===== config.mk =====
export PLATFORM = sky130hd
export DESIGN_NAME = laser_safety_ctrl
export DESIGN_NICKNAME = d
export VERILOG_FILES = /design/src/rtl/lsr_pkg.sv /design/src/rtl/lsr_tick_timer.sv /design/src/rtl/lsr_ctrl_fsm.sv /design/src/rtl/laser_safety_ctrl.sv
export SDC_FILE = /design/constraint.sdc
export NUM_CORES = 1
export LEC_CHECK = 0
export BUFFER_PORTS_ARGS = -buffer_cell sky130_fd_sc_hd__clkbuf_2
export CAP_MARGIN = 20
export CORE_MARGIN = 3
export CORE_UTILIZATION = 55
export DETAILED_ROUTE_END_ITERATION = 16
export GPL_TIMING_DRIVEN = 0
export PLACE_DENSITY = 0.84
export SETUP_SLACK_MARGIN = 0.3
export SKIP_CTS_REPAIR_TIMING = 1
export SLEW_MARGIN = 20
export SYNTH_ARGS = -nofsm -noshare
export SYNTH_HDL_FRONTEND = slang
export SYNTH_HIERARCHICAL = 1
export SYNTH_SLANG_ARGS = --single-unit

===== constraint.sdc =====
create_clock -name clk_i -period 1.95 [get_ports clk_i]
set_input_delay 0.0975 -clock clk_i [delete_from_list [all_inputs] [get_ports clk_i]]
set_output_delay 0.0975 -clock clk_i [all_outputs]
set_load 0.01 [all_outputs]

===== src/rtl/lsr_pkg.sv =====
package lsr_pkg;
  typedef enum logic [2:0] {
    ST_OFF    = 3'd0,
    ST_INIT   = 3'd1,
    ST_RUN    = 3'd2,
    ST_FAULT  = 3'd3,
    ST_REINIT = 3'd4
  } lsr_state_e;

  function automatic int unsigned cnt_width(input int unsigned limit);
    return (limit < 2) ? 1 : $clog2(limit + 1);
  endfunction
endpackage


===== src/rtl/lsr_tick_timer.sv =====
module lsr_tick_timer #(
  parameter int unsigned LIMIT = 10
) (
  input  logic clk_i,
  input  logic rst_ni,
  input  logic clr_i,
  input  logic tick_i,
  output logic done_o
);
  localparam int unsigned W = lsr_pkg::cnt_width(LIMIT);
  localparam logic [W-1:0] LIM = W'(LIMIT);

  logic [W-1:0] cnt_q;

  assign done_o = (cnt_q == LIM);

  // saturating count of ticks since last clear
  always_ff @(posedge clk_i or negedge rst_ni) begin
    if (!rst_ni)               cnt_q <= '0;
    else if (clr_i)            cnt_q <= '0;
    else if (tick_i && !done_o) cnt_q <= cnt_q + W'(1);
  end
endmodule


===== src/rtl/lsr_ctrl_fsm.sv =====
module lsr_ctrl_fsm
  import lsr_pkg::*;
(
  input  logic       clk_i,
  input  logic       rst_ni,
  input  logic       pwr_good_i,
  input  logic       off_req_i,
  input  logic       fault_raw_i,
  input  logic       init_done_i,
  input  logic       hold_done_i,
  output lsr_state_e state_o
);
  lsr_state_e state_q, state_d;

  always_comb begin
    state_d = state_q;
    if (!pwr_good_i) begin
      state_d = ST_OFF;
    end else begin
      unique case (state_q)
        ST_OFF:    state_d = ST_INIT;
        ST_INIT,
        ST_REINIT: begin
          if (fault_raw_i)      state_d = ST_FAULT;
          else if (init_done_i) state_d = ST_RUN;
        end
        ST_RUN:    if (fault_raw_i) state_d = ST_FAULT;
        // hold_done_i still reflects the hold on the first released cycle
        ST_FAULT:  if (!off_req_i && hold_done_i) state_d = ST_REINIT;
        default:   state_d = ST_OFF;
      endcase
    end
  end

  always_ff @(posedge clk_i or negedge rst_ni) begin
    if (!rst_ni) state_q <= ST_OFF;
    else         state_q <= state_d;
  end

  assign state_o = state_q;
endmodule


===== src/rtl/laser_safety_ctrl.sv =====
module laser_safety_ctrl
  import lsr_pkg::*;
#(
  parameter int unsigned RST_TICKS  = 10,
  parameter int unsigned EN_TICKS   = 1000,
  parameter int unsigned INIT_TICKS = 300000
) (
  input  logic clk_i,
  input  logic rst_ni,
  input  logic tick_i,
  input  logic laser_off_req_i,
  input  logic laser_off_sw_i,
  input  logic drv_fault_i,
  input  logic pwr_good_i,
  output logic laser_on_o,
  output logic fault_flag_o,
  output logic ready_o
);
  logic       off_req;
  logic       en_done, hold_done, init_done;
  logic       in_init;
  lsr_state_e state;

  assign off_req = laser_off_req_i | laser_off_sw_i;
  assign in_init = (state == ST_INIT) || (state == ST_REINIT);

  lsr_tick_timer #(.LIMIT(EN_TICKS)) u_en_tmr (
    .clk_i (clk_i), .rst_ni(rst_ni), .clr_i(off_req),
    .tick_i(tick_i), .done_o(en_done)
  );

  lsr_tick_timer #(.LIMIT(RST_TICKS)) u_hold_tmr (
    .clk_i (clk_i), .rst_ni(rst_ni), .clr_i(!off_req),
    .tick_i(tick_i), .done_o(hold_done)
  );

  lsr_tick_timer #(.LIMIT(INIT_TICKS)) u_init_tmr (
    .clk_i (clk_i), .rst_ni(rst_ni), .clr_i(!in_init),
    .tick_i(tick_i), .done_o(init_done)
  );

  lsr_ctrl_fsm u_fsm (
    .clk_i      (clk_i),
    .rst_ni     (rst_ni),
    .pwr_good_i (pwr_good_i),
    .off_req_i  (off_req),
    .fault_raw_i(drv_fault_i),
    .init_done_i(init_done),
    .hold_done_i(hold_done),
    .state_o    (state)
  );

  // request gating is combinational so shutdown needs no clock edge
  assign laser_on_o   = (state == ST_RUN) && !off_req && en_done;
  assign fault_flag_o = (state == ST_FAULT) || (state == ST_OFF);
  assign ready_o      = (state == ST_RUN);
endmodule


==> flow_metrics.tcl <==
set metrics [dict create \
    status "finished, final reports clean" \
    critPathLaunch "u_init_tmr/cnt_q[11]$_DFFE_PN0P_" \
    via_count 1832 \
    clk_latency_ns 0.29 \
    wl_mm 4.69 \
    r2r-start "u_init_tmr/cnt_q[11]$_DFFE_PN0P_" \
    synthXorXnorAreaFrac_pct 4.90 \
    hold_path_class "input pin to flip-flop" \
    clk_pin_slew_worst_paths_ns 0.07 \
    synth_edf_count 0 \
    finalCriticalPeriod_ns 1.89 \
    yosys.area_share.adder_pct 3.50 \
    fin_cells 301 \
    required_ns 2.13 \
    synth_compound_area_share_pct 12.2 \
    synth_ff_type "dfrtp_1" \
    synthTopCellsByArea "dfrtp_1 42%, xor2_1 4.9%, nor2_1 4.6%" \
    cap_violations 0 \
    grt_max_degree 37 \
    ys_seq_area_share_pct 42.0 \
    rrSetupSlack_ns 0.06 \
    r2r_end "u_init_tmr/cnt_q[2]$_DFFE_PN0P_" \
    finalMaxSlewViolations 0 \
    power.density_mw_per_mm2 666 \
    cts_tree "done" \
    yosysMostFrequentCell "dfrtp_1" \
    fin_ws_ns 0.0644 \
    vias_per_cell 6.09 \
    synth_top_cell_area_share_pct 42.0 \
    numCtsBuffers 5 \
    grt_first_pass_wirelength_mm 7.22 \
    final_nets 265 \
    synth_top_area_cell "dfrtp_1" \
    critical_path_class "flip-flop to flip-flop" \
    peakVddDrop_mv 0.573 \
    grt_usage_pct 20.5 \
    synth_top_family_by_area "simple AND/OR/NAND/NOR gates" \
    ys_ff_latch 36 \
    async_flop_share_pct 100 \
    fp.dieH_um 68.4 \
    drive_above_1_share_pct 26.9 \
    first_pass_iters 4 \
    antenna_found_initial 0 \
    io_buffers 9 \
    ant_nets 0 \
    max_freq_ghz 0.530 \
    worstMarginPinSlew_ns 0.884 \
    fillerInstances 273 \
    synth_simple_gate_area_share_pct 29.4 \
    critPathCaptureType "flip-flop" \
    final_hold_viol_count 0 \
    cp.arrival_ns 2.07 \
    fp.dieW_um 68.4 \
    coreArea_mm2 0.00372 \
    syn_area_per_cell_um2 9.57 \
    drt-initial-drc-count 113 \
    ff2ff_path_depth 5 \
    cts-htree-levels 2 \
    ys_warn_count 6 \
    start_util_pct 57.7 \
    leakagePower_nw 1.07 \
    synthDistinctLibCells 50 \
    drc 0 \
    syn_inst 224 \
    final.period_utilization_pct 96.7 \
    power.total_mw 1.70 \
    gp_congestion 0.775 \
    synth_fp_nets 237 \
    clockBufferDepth 2 \
    rows 22 \
    synth.top_cells.by_count "36 x dfrtp_1, 26 x nor2_1, 16 x a21oi_1" \
    die-area_mm2 0.00468 \
    pre_cts_slack_ns -0.0974 \
    rsz0062_at_grt "yes" \
    area_delta_synth_final_pct 18.9 \
    crit_end "u_init_tmr/cnt_q[2]$_DFFE_PN0P_" \
    relSlewSlack_pct 41.0 \
    grt_pass1_vias 1562 \
    io_pins 10 \
    dp_hpwl_mm 2.91 \
    cp-start-kind "flip-flop" \
    synth_mux_area_share_pct 4.44 \
    overflow 0 \
    setup_viol 0 \
    synth_area_mm2 0.00214 \
    cts.sinks 36 \
    cts_root_buf "clkbuf_8" \
    crit_fanout 4 \
    diodes 0 \
    post-route-util_pct 68.6 \
    dp.cells 281 \
    wl_per_cell_um 15.6 \
    finalClockSkew_ns 0.00317 \
]
-- state kept, by name, summed over array words and instances (netlist names) --
name / count
u_en_tmr/cnt_q: 10
u_init_tmr/cnt_q: 19
u_hold_tmr/cnt_q: 4
u_fsm/state_o: 3
-- critical path: stages (launching register included) --
cell and delay, ns:
dfrtp_2 0.43, nor4b_2 0.28, nand3b_1 0.19, buf_4 0.19
o311a_2 0.39, mux2_4 0.30
-- placed cells by master (no fill, tap or decap), drive strengths merged, types with 8 or more instances in the layout --
master,synthesis,routed
o31ai,8,8
xor2,12,12
nand3,10,10
nor2,26,26
inv,9,9
dfrtp,36,36
nand4,12,12
clkbuf,4,20
buf,2,14
a21oi,16,16
nand2,12,12
-- kinds of logic after synthesis --
family / count (synthesis)
compound gates: 41
fa+ha+maj: 6
xor+xnor: 12
flops: 36
buf+inv: 16
mux: 7
simple gates: 106
-- how the worst min path moves through the flow --
| stage | from | endpoint | slack [ns] | depth (start not counted) |
|---|---|---|---|---|
| 3_3_place_gp | rst_ni | u_en_tmr/cnt_q[5]$_DFFE_PN0P_ | 0.26 | 1 |
| 2_1_floorplan | rst_ni | u_en_tmr/cnt_q[0]$_DFFE_PN0P_ | -0.20 | 0 |
| 6_report | pwr_good_i | u_fsm/state_o[1]$_DFFE_PN0P_ | 0.05 | 2 |
| 3_5_place_dp | rst_ni | u_en_tmr/cnt_q[9]$_DFFE_PN0P_ | 0.27 | 1 |
| 5_1_grt | pwr_good_i | u_fsm/state_o[1]$_DFFE_PN0P_ | 0.05 | 2 |
| 4_1_cts | rst_ni | u_en_tmr/cnt_q[9]$_DFFE_PN0P_ | -0.05 | 1 |
-- metrics by stage --
step           cell area [um2]  hold slack, ns  setup TNS [ns]
2_1_floorplan             2140          -0.198               0
3_3_place_gp              2250           0.264         -0.0475
3_5_place_dp              2250           0.267         -0.0974
4_1_cts                   2340         -0.0507          -0.131
5_1_grt                   2550          0.0519               0
6_report                  2550          0.0470               0
-- power by group --
| part | internal (mW) | switching [mW] |
|---|---|---|
| combinational | 0.141 | 0.165 |
| clock | 0.288 | 0.264 |
| sequential | 0.785 | 0.0531 |
| total | 1.21 | 0.482 |
-- area by class of cell --
class	instances	area [um2]	share of cell area, %
flip-flops and latches	36	906	35.6
plain buffers	7	48.8	1.92
multi-input cells	172	1270	49.8
repair buffers	21	141	5.55
clock buffers	8	90.1	3.54
inverters	9	33.8	1.33
well taps	48	60.1	2.36
-- metal layers --
metal  GRT usage, %  vias up  wire length, um
met3           6.57        6              207
met4           5.21        0               44
met5              0        -                0
li1               -      880                -
met1           28.6      896             2050
met2           30.8       50             2390
Power figures use the tool's default switching activity.
